[config.mk]
export PLATFORM = sky130hd
export DESIGN_NAME = dma_thr_arbiter
export DESIGN_NICKNAME = d
export VERILOG_FILES = /design/src/rtl/dma_arb_pkg.sv /design/src/rtl/dma_rx_hyst.sv /design/src/rtl/dma_burst_sizer.sv /design/src/rtl/dma_arb_core.sv /design/src/rtl/dma_thr_arbiter.sv
export SDC_FILE = /design/constraint.sdc
export NUM_CORES = 1
export LEC_CHECK = 0
export ABC_AREA = 1
export BUFFER_PORTS_ARGS = -buffer_cell sky130_fd_sc_hd__buf_2
export CORE_MARGIN = 3
export CORE_UTILIZATION = 50
export CTS_CLUSTER_SIZE = 20
export DETAILED_ROUTE_END_ITERATION = 8
export HOLD_SLACK_MARGIN = 0.08
export PLACE_DENSITY_LB_ADDON = 0.15
export SLEW_MARGIN = 10
export SYNTH_ARGS = -nofsm -noshare
export SYNTH_HDL_FRONTEND = slang
export SYNTH_SLANG_ARGS = --single-unit
[constraint.sdc]
create_clock -name clk -period 4.2 [get_ports clk]
set_input_delay 0.84 -clock clk [delete_from_list [all_inputs] [get_ports clk]]
set_output_delay 0.84 -clock clk [all_outputs]
set_load 0.02 [all_outputs]
[src/rtl/dma_arb_pkg.sv]
package dma_arb_pkg;

    // Number of burst capability enables: sizes 4, 8 and 16 beats
    localparam int CAP_N   = 3;
    localparam int BURST_W = 5;

    // Ceiling selector encoding
    typedef enum logic [1:0] {
        BMAX_NONE = 2'd0,
        BMAX_8    = 2'd1,
        BMAX_32   = 2'd2,
        BMAX_64   = 2'd3
    } bmax_e;

    // Beats of capability i: 4 << i
    function automatic int cap_size(input int i);
        return 4 << i;
    endfunction

    // Ceiling in words for a given selector (NONE handled by caller)
    function automatic int bmax_words(input bmax_e sel);
        case (sel)
            BMAX_8:  return 8;
            BMAX_32: return 32;
            BMAX_64: return 64;
            default: return 0;
        endcase
    endfunction

endpackage

[src/rtl/dma_rx_hyst.sv]
// Receive-urgent hysteresis tracker.
// Converts the 3-bit eighth-of-depth marks to word counts and keeps one
// state bit: set at or above the upper mark, cleared at or below the lower
// mark, held in between. Assumes rx_level never exceeds FIFO_DEPTH.
// If the marks overlap, setting wins.
module dma_rx_hyst #(
    parameter int FIFO_DEPTH = 64,
    parameter int LVL_W      = $clog2(FIFO_DEPTH + 1)
) (
    input  logic             clk,
    input  logic             rst_n,
    input  logic             thr_en,
    input  logic [2:0]       thr_high,
    input  logic [2:0]       thr_low,
    input  logic [LVL_W-1:0] rx_level,
    output logic             urgent
);
    localparam int MARK_W = LVL_W + 3;

    logic [MARK_W-1:0] hi_mark;
    logic [MARK_W-1:0] lo_mark;
    logic [MARK_W-1:0] lvl_ext;
    logic              at_hi;
    logic              at_lo;

    // Mark conversion: n/8 of the FIFO depth, rounded down
    always_comb begin
        hi_mark = (MARK_W'(thr_high) * MARK_W'(FIFO_DEPTH)) >> 3;
        lo_mark = (MARK_W'(thr_low) * MARK_W'(FIFO_DEPTH)) >> 3;
        lvl_ext = MARK_W'(rx_level);
        at_hi   = (lvl_ext >= hi_mark);
        at_lo   = (lvl_ext <= lo_mark);
    end

    // Urgent state register with set priority over clear
    always_ff @(posedge clk) begin
        if (!rst_n) begin
            urgent <= 1'b0;
        end else if (!thr_en) begin
            urgent <= 1'b0;
        end else if (at_hi) begin
            urgent <= 1'b1;
        end else if (at_lo) begin
            urgent <= 1'b0;
        end
    end

endmodule

[src/rtl/dma_burst_sizer.sv]
// Burst size selection for one requester (combinational).
// Clamps the remaining words to the selected ceiling, then picks the
// largest enabled capability that fits. Falls back to one beat.
// Assumes LEN_W is wide enough to hold the largest ceiling (64).
module dma_burst_sizer #(
    parameter int LEN_W = 11
) (
    input  logic [LEN_W-1:0]                 remain,
    input  logic [dma_arb_pkg::CAP_N-1:0]    cap,
    input  logic [1:0]                       max_sel,
    output logic [dma_arb_pkg::BURST_W-1:0]  beats
);
    import dma_arb_pkg::*;

    logic [LEN_W-1:0] limit;
    logic [LEN_W-1:0] chunk;
    logic [CAP_N-1:0] fits;

    // Ceiling lookup and clamp of the remaining words
    always_comb begin
        if (bmax_e'(max_sel) == BMAX_NONE) begin
            limit = remain;
        end else begin
            limit = LEN_W'(bmax_words(bmax_e'(max_sel)));
        end
        chunk = (limit < remain) ? limit : remain;
    end

    // One fit flag per capability size
    for (genvar gi = 0; gi < CAP_N; gi++) begin : g_fit
        assign fits[gi] = cap[gi] && (LEN_W'(cap_size(gi)) <= chunk);
    end

    // Largest fitting size wins; single beat otherwise
    always_comb begin
        beats = BURST_W'(1);
        for (int i = 0; i < CAP_N; i++) begin
            if (fits[i]) begin
                beats = BURST_W'(cap_size(i));
            end
        end
    end

endmodule

[src/rtl/dma_arb_core.sv]
// Grant state machine for the two DMA engines.
// Idle: picks a winner from the requests, by urgency when thresholds are
// enabled and by alternation when not, and latches that winner's burst.
// Busy: holds grant and burst until done. Assumes done is only meaningful
// while a grant is held.
module dma_arb_core (
    input  logic                             clk,
    input  logic                             rst_n,
    input  logic                             tx_req,
    input  logic                             rx_req,
    input  logic                             thr_en,
    input  logic                             urgent,
    input  logic                             done,
    input  logic [dma_arb_pkg::BURST_W-1:0]  tx_beats,
    input  logic [dma_arb_pkg::BURST_W-1:0]  rx_beats,
    output logic                             grant_tx,
    output logic                             grant_rx,
    output logic [dma_arb_pkg::BURST_W-1:0]  burst_len
);
    import dma_arb_pkg::*;

    logic gt_q, gr_q, last_rx_q;
    logic [BURST_W-1:0] blen_q;
    logic idle;
    logic pick_rx;

    // Winner selection for the next grant
    always_comb begin
        idle = !gt_q && !gr_q;
        if (tx_req && rx_req) begin
            pick_rx = thr_en ? urgent : !last_rx_q;
        end else begin
            pick_rx = rx_req;
        end
    end

    // Grant, burst and alternation state
    always_ff @(posedge clk) begin
        if (!rst_n) begin
            gt_q      <= 1'b0;
            gr_q      <= 1'b0;
            blen_q    <= '0;
            last_rx_q <= 1'b0;
        end else if (!idle) begin
            if (done) begin
                gt_q   <= 1'b0;
                gr_q   <= 1'b0;
                blen_q <= '0;
            end
        end else if (tx_req || rx_req) begin
            gt_q      <= !pick_rx;
            gr_q      <= pick_rx;
            blen_q    <= pick_rx ? rx_beats : tx_beats;
            last_rx_q <= pick_rx;
        end
    end

    assign grant_tx  = gt_q;
    assign grant_rx  = gr_q;
    assign burst_len = blen_q;

endmodule

[src/rtl/dma_thr_arbiter.sv]
// Top level: transmit/receive DMA bus arbiter with receive-threshold
// priority and capability-based burst sizing.
// Assumes requests stay up until granted and xfer_done pulses once per
// granted burst. The bus protocol itself lives outside this block.
module dma_thr_arbiter #(
    parameter int FIFO_DEPTH = 64,
    parameter int LEN_W      = 11,
    localparam int LVL_W     = $clog2(FIFO_DEPTH + 1)
) (
    input  logic                             clk,
    input  logic                             rst_n,
    input  logic                             tx_req,
    input  logic                             rx_req,
    input  logic [LEN_W-1:0]                 tx_remain,
    input  logic [LEN_W-1:0]                 rx_remain,
    input  logic [LVL_W-1:0]                 rx_level,
    input  logic                             thr_en,
    input  logic [2:0]                       thr_high,
    input  logic [2:0]                       thr_low,
    input  logic [1:0]                       burst_max_sel,
    input  logic [2:0]                       burst_cap,
    input  logic                             xfer_done,
    output logic                             grant_tx,
    output logic                             grant_rx,
    output logic [4:0]                       burst_len
);
    import dma_arb_pkg::*;

    logic               urgent;
    logic [BURST_W-1:0] beats [2];
    logic [LEN_W-1:0]   remain [2];

    assign remain[0] = tx_remain;
    assign remain[1] = rx_remain;

    dma_rx_hyst #(
        .FIFO_DEPTH (FIFO_DEPTH),
        .LVL_W      (LVL_W)
    ) u_hyst (
        .clk      (clk),
        .rst_n    (rst_n),
        .thr_en   (thr_en),
        .thr_high (thr_high),
        .thr_low  (thr_low),
        .rx_level (rx_level),
        .urgent   (urgent)
    );

    // One burst sizer per engine: index 0 transmit, 1 receive
    for (genvar gs = 0; gs < 2; gs++) begin : g_sizer
        dma_burst_sizer #(
            .LEN_W (LEN_W)
        ) u_sizer (
            .remain  (remain[gs]),
            .cap     (burst_cap),
            .max_sel (burst_max_sel),
            .beats   (beats[gs])
        );
    end

    dma_arb_core u_core (
        .clk       (clk),
        .rst_n     (rst_n),
        .tx_req    (tx_req),
        .rx_req    (rx_req),
        .thr_en    (thr_en),
        .urgent    (urgent),
        .done      (xfer_done),
        .tx_beats  (beats[0]),
        .rx_beats  (beats[1]),
        .grant_tx  (grant_tx),
        .grant_rx  (grant_rx),
        .burst_len (burst_len)
    );

endmodule

==> impl_metrics.ini, run 1 <==
[drt]
drt_iter0_markers = 24
vias = 1321
postRouteAntennaNets = 0
dr.pass1.iters = 4
post_drt_wl_per_cell_um = 9.75
wl_um = 2670
routed_via_density = 4.82
drc_errors = 0

[global_route]
antenna_found_initial = 0
grt_remaining_overflow = 0
grt_pass1_vias = 1052
grt_max_degree = 11
track_usage_pct = 19.0
grt_pass1_wl_um = 4060

[setup_path]
crit_top_cell = nand2_1
r2r_end = u_core.burst_len[4]
start_kind = input port
endpoint_kind = register
path_class = input port to register
worstPathMaxFanout = 6
ff2ff_path_depth = 8
cp_num_buf_inv = 2
rr_startpoint = u_core.last_rx_q
arrival_ps = 2860
cp_top_family = simple AND/OR/NAND/NOR gates
critPathSlowestCell = ha_1
rrSetupSlack_ps = 2780
crit_cells = 18
max_stage_delay_ps = 300
path_cells = buf_2, nor2_2, nand2_1, nand2_1, inv_2, ha_1, nand3_1, a21oi_1, nand3_1, nand2_1, nand2_1, o21ai_1, nand3_1, nand2_1, nand3_1, nand2_1, nand3_1, a21oi_1
crit_required_ps = 4400

[clocking]
cts_resized = 0
insertion_delay_ps = 270
clk_path_buf_depth = 2
tritoncts = done
cts_buffers = 3
cts_sinks = 8
hold_buffers = 0
cts-root-buf = clkbuf_4
cts_setup_buffers = 0
cts_htree_levels = 1
path_clk_slew_ps = 60

[placement]
place_area_um2 = 1400
portBuffers = 51
place_hpwl_um = 2220
place_congestion = 0.958
dp_slack_ps = 1240

[logic_synthesis]
synthAdderAreaFrac_pct = 13.5
syn-num-nets = 252
synth_edf_count = 0
synth_commonest_cells = 54 x nand2_1, 30 x inv_1, 21 x nor2_1, 14 x nand3_1
syn-cell-area_um2 = 1110
ys_seq_elements = 8
syn_avg_cell_area_um2 = 5.74
yosysWarnings = 0
synth_top_area_share_pct = 18.2
synth_top_area_cell = nand2_1
yosysSeqAreaShare_pct = 14.4
yosysUniqueCellTypes = 26
async_reset_ff_share_pct = 0
syn_inst = 194
synth_compound_area_share_pct = 13.9
yosys.area_share.simple_pct = 45.7
synth.most_common_cell = nand2_1
synth-xor-area-share_pct = 0
synth_ff_type = dfxtp_1
muxShareOfSynthArea_pct = 0
synth_top_family_by_area = simple AND/OR/NAND/NOR gates
yosys-top-cells-area = nand2_1 18%, dfxtp_1 14%, ha_1 13%, inv_1 10%, nor2_1 7.1%

[hold_path]
hp-class = register to register
hold_path_end = u_core.burst_len[2]
hold_depth = 2
hp-start = u_core.burst_len[2]

[timing]
period_share_pct = 63.2
setup_viol = 0
finalSetupTns_ps = 0
fmax_mhz = 377
worst_slack_ps = 1540
layout_min_cycle_time_ps = 2660
rsz0062_at_grt = no
skew_ps = 11.6
hold_violations = 0
slew_violations = 0

[cells_and_area]
areaGrowthSynthToFinish_pct = 27.3
ff_latch_area_um2 = 160
nets = 307
drive_above_1_share_pct = 30.4
fillers = 216
multi_input_area_um2 = 818
n_antenna_cell = 0
final_area_um2 = 1420

[pwr]
swShare_pct = 40.2
combPwrFrac_pct = 48.7
seqPwrFrac_pct = 30.1
leakagePower_nw = 0.869
p_per_area_nw_per_um2 = 204
p_int_mw = 0.173
peakVddDrop_v = 0.000260
switchingPower_mw = 0.116
power_frac_clock_pct = 21.2

[die]
core_um2 = 2040
fp-row-count = 16
dieHeight_um = 53.2
initial_core_util_pct = 54.5
die_w_um = 53.2
pin_count = 53
dieArea_um2 = 2830

[run_status]
status = finished clean

[flow_run]
drv_cap = 0
[power groups by stage]
| stage | Combinational (mW) | Clock [mW] | Sequential (mW) |
|---|---|---|---|
| detailed placement | 0.140 | 0 | 0.0886 |
| finish | 0.141 | 0.0614 | 0.0873 |
| global placement | 0.139 | 0 | 0.0888 |
| global route | 0.160 | 0.0671 | 0.0883 |
| floorplan | 0.0884 | 0 | 0.0952 |
| CTS | 0.141 | 0.0610 | 0.0872 |
[metrics by stage]
| stage | std cells | hold slack, ps | power [mW] | util (%) |
|---|---|---|---|---|
| after global routing | 274 | 498 | 0.316 | 69.4 |
| after global placement | 271 | 455 | 0.227 | 68.3 |
| after detailed placement | 271 | 461 | 0.228 | 68.3 |
| final | 274 | 468 | 0.290 | 69.4 |
| after CTS | 274 | 470 | 0.289 | 69.4 |
| after floorplan | 194 | 491 | 0.184 | - |
[kinds of logic after synthesis]
family	count (synthesis)
AO/OA/AOI/OAI	28
adder cells (fa/ha/maj)	12
buffers and inverters	35
flip-flops	8
other	1
AND/OR/NAND/NOR	110
[metal layers]
| metal | track usage [%] | part of all wire (%) | up-vias |
|---|---|---|---|
| li1 | - | - | 721 |
| met1 | 25.0 | 47 | 539 |
| met2 | 30.6 | 42 | 57 |
| met3 | 6.20 | 10 | 4 |
| met4 | 2.55 | 0.86 | 0 |
| met5 | 0 | 0 | - |
[worst max path at each step]
stage,start,to
after global routing,burst_max_sel[1],u_core.burst_len[4]
after detailed placement,burst_max_sel[1],u_core.burst_len[0]
final,burst_max_sel[1],u_core.burst_len[2]
after floorplan,burst_max_sel[1],u_core.burst_len[0]
after global placement,burst_max_sel[1],u_core.burst_len[0]
after CTS,burst_max_sel[1],u_core.burst_len[0]
[state kept, by name (all words and copies together) (netlist names)]
register and flops:
u_core.burst_len 4, u_core.grant_rx 1, u_core.grant_tx 1, u_core.last_rx_q 1, u_hyst.urgent 1
[worst register-to-register path, delay by kind of cell (launching register included)]
kind                   cells  cell delay (ps)
and+or+nand+nor            2              390
buffers and inverters      3              230
AOI/OAI and AO/OA          3              430
DFF                        1              310
[cell usage in the layout, fill, tap and decap left out]
master / instances
nand2_2: 9
and2_1: 1
nand2_4: 1
nand3_1: 14
nor3_1: 1
a211oi_1: 1
conb_1: 1
a21boi_0: 1
clkbuf_4: 3
o221ai_1: 1
inv_2: 4
o211ai_1: 2
nand2_1: 54
ha_1: 12
dfxtp_1: 8
a21oi_1: 12
nor2_1: 21
nand4_1: 1
buf_2: 51
inv_1: 30
nand3b_1: 1
o21ai_0: 9
a31oi_1: 1
nor2_2: 4
nand3_2: 2
o21ai_1: 1
nand2_8: 1
[layout make-up]
class                      count  share of cell area (%)
tap                           27                    2.38
clock buffer                   3                    1.59
inverter                      34                    9.00
timing repair buffer          51                    18.0
sequential                     8                    11.3
multi-input combinational    151                    57.7
Power figures use the tool's default switching activity.
==> inputs of run 2 (changes only) <==
--- a/config.mk
+++ b/config.mk
@@ -5,10 +5,10 @@
 export SDC_FILE = /design/constraint.sdc
 export NUM_CORES = 1
 export LEC_CHECK = 0
-export ABC_AREA = 1
+export ABC_AREA = 0
 export BUFFER_PORTS_ARGS = -buffer_cell sky130_fd_sc_hd__buf_2
 export CORE_MARGIN = 3
-export CORE_UTILIZATION = 50
+export CORE_UTILIZATION = 41
 export CTS_CLUSTER_SIZE = 20
 export DETAILED_ROUTE_END_ITERATION = 8
 export HOLD_SLACK_MARGIN = 0.08
==> constraint.sdc (replaced) <==
create_clock -name clk -period 2.3 [get_ports clk]
set_input_delay 0.46 -clock clk [delete_from_list [all_inputs] [get_ports clk]]
set_output_delay 0.46 -clock clk [all_outputs]
set_load 0.02 [all_outputs]
==> impl_metrics.ini, run 2 <==
[logic_synthesis]
synth.most_common_cell = nand2_1
yosysUniqueCellTypes = 43
synth_top_area_share_pct = 15.8
synth_ff_type = dfxtp_1
yosys-top-cells-area = dfxtp_1 16%, ha_1 15%, nand2_1 6.3%, inv_1 5.5%, nor2_1 4.8%
ys_seq_elements = 8
synth_top_area_cell = dfxtp_1
async_reset_ff_share_pct = 0
syn-cell-area_um2 = 1020
syn_inst = 143
syn_avg_cell_area_um2 = 7.10
yosysSeqAreaShare_pct = 15.8
synth_edf_count = 0
yosysWarnings = 0
syn-num-nets = 201
synth_commonest_cells = 17 x nand2_1, 15 x inv_1, 13 x nor2_1, 12 x ha_1

[setup_path]
crit_required_ps = 2480
endpoint_kind = register
path_cells = buf_12, nor2_4, nor2_1, ha_1, o211a_1, o311a_1, o311ai_2, o211ai_1, or2_4, o311a_1, o31ai_2
path_class = input port to register
worstPathMaxFanout = 6
arrival_ps = 2550
critPathSlowestCell = o311a_1
ff2ff_path_depth = 6
rr_startpoint = u_core.last_rx_q
rrSetupSlack_ps = 610
start_kind = input port
max_stage_delay_ps = 310
r2r_end = u_core.burst_len[3]
crit_top_cell = o311a_1

[pwr]
seqPwrFrac_pct = 29.4
peakVddDrop_v = 0.000425
leakagePower_nw = 0.782
switchingPower_mw = 0.197
power_frac_clock_pct = 20.2
combPwrFrac_pct = 50.4
p_per_area_nw_per_um2 = 339
swShare_pct = 36.8
p_int_mw = 0.338

[cells_and_area]
final_area_um2 = 1580
nets = 272
fillers = 195
ff_latch_area_um2 = 160
n_antenna_cell = 0
drive_above_1_share_pct = 44.3
areaGrowthSynthToFinish_pct = 55.4
final_common_cell = buf_2
largest_reg_flops = 4
mostFrequentLayoutCells = 48 x buf_2, 19 x buf_4, 16 x nand2_1
multi_input_area_um2 = 880

[clocking]
cts_setup_buffers = 0
clk_path_buf_depth = 2
cts-root-buf = clkbuf_4
path_clk_slew_ps = 60
cts_buffers = 3
cts_htree_levels = 1
tritoncts = done
cts_sinks = 8
insertion_delay_ps = 260

[timing]
setup_viol = 2
skew_ps = 8.94
worst_slack_ps = -69.3
period_share_pct = 103
hold_violations = 0
slew_violations = 0
layout_min_cycle_time_ps = 2370
rsz0062_at_grt = yes
whs_ps = 444
fmax_mhz = 422

[drt]
drc_errors = 0
vias = 1319
dr.pass1.iters = 4
postRouteAntennaNets = 0
wl_um = 3170
routed_via_density = 5.50
post_drt_wl_per_cell_um = 13.2
drt_iter0_markers = 36

[hold_path]
hold_depth = 3
hp-class = input port to register
hold_path_end = u_hyst.urgent
hp-start = thr_en

[die]
initial_core_util_pct = 44.6
core_um2 = 2280
dieArea_um2 = 3110
die_w_um = 55.8
pin_count = 53
fp-row-count = 17
dieHeight_um = 55.8

[flow_run]
drv_cap = 0

[placement]
place_congestion = 0.869
place_area_um2 = 1430
portBuffers = 51
place_hpwl_um = 2480

[global_route]
grt_max_degree = 9
track_usage_pct = 18.6
grt_pass1_wl_um = 4860
grt_pass1_vias = 1226
antenna_found_initial = 0
grt_remaining_overflow = 0

[run_status]
status = complete, but fails checks
violations = negative setup slack
==> run 2: timing repair <==
| action | 4_1_cts | 5_1_grt |
|---|---|---|
| pin swaps | 2 | 5 |
| endpoints found under the setup margin | 2 | 4 |
| hold buffers | 0 | 0 |
| resized for setup | 7 | 22 |
==> run 2: metal layers <==
| layer | routed length [µm] | part of all wire [%] | GRT usage [%] |
|---|---|---|---|
| met1 | 1350 | 43 | 22.3 |
| met2 | 1590 | 50 | 34.1 |
| met3 | 198 | 6.3 | 2.78 |
| met4 | 31 | 0.98 | 4.51 |
| met5 | 0 | 0 | 0 |
==> run 2: cell families (layout without fill, tap and decap cells) <==
kind of cell / after synthesis / after routing / synth area share, %
other: 1 / 1 / 0.369
buffers and inverters: 19 / 88 / 7.51
AND/OR/NAND/NOR: 55 / 55 / 28.7
flip-flops: 8 / 8 / 15.8
adder cells (fa/ha/maj): 12 / 12 / 14.8
AO/OA/AOI/OAI: 48 / 48 / 32.9
==> run 2: how the worst max path moves through the flow <==
stage | start | end | slack, ps | cells after the start
finish | burst_max_sel[0] | u_core.burst_len[0] | -70 | 11
floorplan | burst_max_sel[0] | u_core.burst_len[0] | -200 | 11
detailed placement | burst_max_sel[0] | u_core.burst_len[0] | -360 | 11
global placement | burst_max_sel[0] | u_core.burst_len[0] | -240 | 11
CTS | burst_max_sel[0] | u_core.burst_len[0] | -40 | 11
global route | burst_max_sel[0] | u_core.burst_len[0] | -140 | 11
==> run 2: final cells by class <==
type,instances,area share (%)
multi-input combinational,116,55.7
timing repair buffer,70,26.9
clock buffer,3,1.43
sequential,8,10.1
tap,28,2.22
inverter,15,3.57
==> run 2: power by group through the flow <==
stage               Combinational [mW]  Clock (mW)  Sequential [mW]
finish                           0.269       0.108            0.157
global route                     0.297       0.121            0.158
CTS                              0.244       0.111            0.157
detailed placement               0.235           0            0.160
global placement                 0.225           0            0.160
floorplan                        0.124           0            0.171
==> run 2: worst max-delay path, delay by kind of cell <==
kind            cells  cell delay [ps]
buf+inv             1              110
compound gates      6             1270
simple gates        3              420
fa+ha+maj           1              280
==> run 2: through the flow <==
stage	util [%]	worst slack, ps	setup TNS (ps)	power (mW)	instances
global placement	62.8	-235	-750	0.385	237
global route	69.4	-139	-242	0.576	240
detailed placement	62.8	-356	-1050	0.395	237
finish	69.4	-69.3	-80.5	0.535	240
CTS	65.3	-37.7	-37.7	0.513	240
floorplan	-	-202	-304	0.294	143
==> inputs of run 3 (changes only) <==
--- a/config.mk
+++ b/config.mk
@@ -13,6 +13,7 @@
 export DETAILED_ROUTE_END_ITERATION = 8
 export HOLD_SLACK_MARGIN = 0.08
 export PLACE_DENSITY_LB_ADDON = 0.15
+export REMOVE_ABC_BUFFERS = 1
 export SLEW_MARGIN = 10
 export SYNTH_ARGS = -nofsm -noshare
 export SYNTH_HDL_FRONTEND = slang
==> impl_metrics.ini, run 3 (same netlist as run 2, synthesis figures left out) <==
[run_status]
status = complete, but fails checks
violations = negative setup slack

[drt]
drc_errors = 0
vias = 1296
wl_um = 3080
postRouteAntennaNets = 0
dr.pass1.iters = 6
routed_via_density = 5.42
drt_iter0_markers = 25
post_drt_wl_per_cell_um = 12.9

[placement]
portBuffers = 51
place_hpwl_um = 2570
place_congestion = 0.850

[pwr]
peakVddDrop_v = 0.000431
p_per_area_nw_per_um2 = 341
leakagePower_nw = 0.774
power_mw = 0.530

[setup_path]
arrival_ps = 2510
start_kind = input port
rr_startpoint = u_core.last_rx_q
critPathSlowestCell = o311a_1
crit_cells = 11
crit_required_ps = 2480
crit_start = burst_max_sel[0]
crit_top_cell = o311a_1
cp-endpoint = u_core.burst_len[0]
path_class = input port to register
path_cells = buf_12, nor2_4, nor2_2, ha_1, o211a_1, o311a_1, o311ai_2, o211ai_1, or2_4, o311a_1, o31ai_2
r2r_end = u_core.burst_len[3]
cp_top_family = compound AO/OA/AOI/OAI gates
max_stage_delay_ps = 300
cp_num_buf_inv = 1
rrSetupSlack_ps = 750
worstPathMaxFanout = 6
endpoint_kind = register
ff2ff_path_depth = 6

[cells_and_area]
drive_above_1_share_pct = 43.1
nets = 271
largest_reg_flops = 4
mostFrequentLayoutCells = 48 x buf_2, 18 x buf_4, 15 x inv_1, 15 x nand2_1
final_common_cell = buf_2
n_antenna_cell = 0
areaGrowthSynthToFinish_pct = 53.0

[timing]
worst_slack_ps = -31.4
fmax_mhz = 429
slew_violations = 0
period_share_pct = 101
hold_violations = 0
layout_min_cycle_time_ps = 2330
setup_viol = 1
skew_ps = 9.27
whs_ps = 440
rsz0062_at_grt = yes

[flow_run]
drv_cap = 0

[clocking]
insertion_delay_ps = 260
tritoncts = done
cts_buffers = 3
cts-root-buf = clkbuf_4
cts_htree_levels = 1
cts_sinks = 8
clk_path_buf_depth = 2
path_clk_slew_ps = 60

[global_route]
grt_max_degree = 9
antenna_found_initial = 0
track_usage_pct = 19.2
grt_remaining_overflow = 0
grt_pass1_vias = 1227
grt_pass1_wl_um = 5010

[die]
dieHeight_um = 55.8
fp-row-count = 17
pin_count = 53
die_w_um = 55.8
dieArea_um2 = 3110
initial_core_util_pct = 44.6
core_um2 = 2280

[hold_path]
hp-class = input port to register
[run 3: metal layers]
layer / up-vias / track usage, % / wire, µm / share of wire [%]
met3: 5 / 4.41 / 213 / 6.9
met5: - / 0 / 0 / 0
met4: 0 / 3.13 / 27 / 0.88
met1: 581 / 23.7 / 1310 / 43
met2: 51 / 34.3 / 1530 / 50
li1: 659 / - / - / -
[run 3: what timing repair did]
action                                  in CTS  in global routing
pin swaps                                   13                  4
gates resized for setup                     12                 14
setup buffers                                0                  1
hold buffers                                 0                  0
endpoints found under the setup margin       4                  4
hold endpoints to repair                     0                  0
[run 3: stage by stage]
step	TNS (ps)	area, µm²	instances	util [%]	worst slack, ps
6_report	-31.4	1550	239	68.3	-31.4
5_1_grt	-457	1550	239	68.3	-197
3_5_place_dp	-1270	1410	235	62.1	-439
4_1_cts	-52.6	1490	238	65.6	-52.6
3_3_place_gp	-911	1410	235	62.1	-314
2_1_floorplan	-435	996	139	-	-283
[run 3: worst min path at each step]
stage	from	end	slack, ps	cells after the start
5_1_grt	thr_en	u_hyst.urgent	450	3
2_1_floorplan	u_core.last_rx_q	u_core.last_rx_q	430	2
4_1_cts	thr_en	u_hyst.urgent	440	3
3_5_place_dp	u_core.last_rx_q	u_core.last_rx_q	450	2
3_3_place_gp	u_core.last_rx_q	u_core.last_rx_q	440	2
6_report	thr_en	u_hyst.urgent	440	3
[run 3: cell type report]
cell class	instances	area [µm²]
inverters	15	56.3
fillers	209	722
flip-flops and latches	8	160
multi-input cells	116	862
repair buffers	69	418
clock buffers	3	22.5
well taps	28	35.0
[run 3: power breakdown]
group	switching [mW]	total, mW	internal (mW)
clock	0.0473	0.107	0.0597
combinational	0.138	0.266	0.127
sequential	0.00699	0.158	0.151
[run 3: worst reg2reg max path: cells and delay by family, from the launching register on]
| kind | cells | cell delay [ps] |
|---|---|---|
| AOI/OAI and AO/OA | 4 | 620 |
| DFF | 1 | 310 |
| and+or+nand+nor | 2 | 530 |
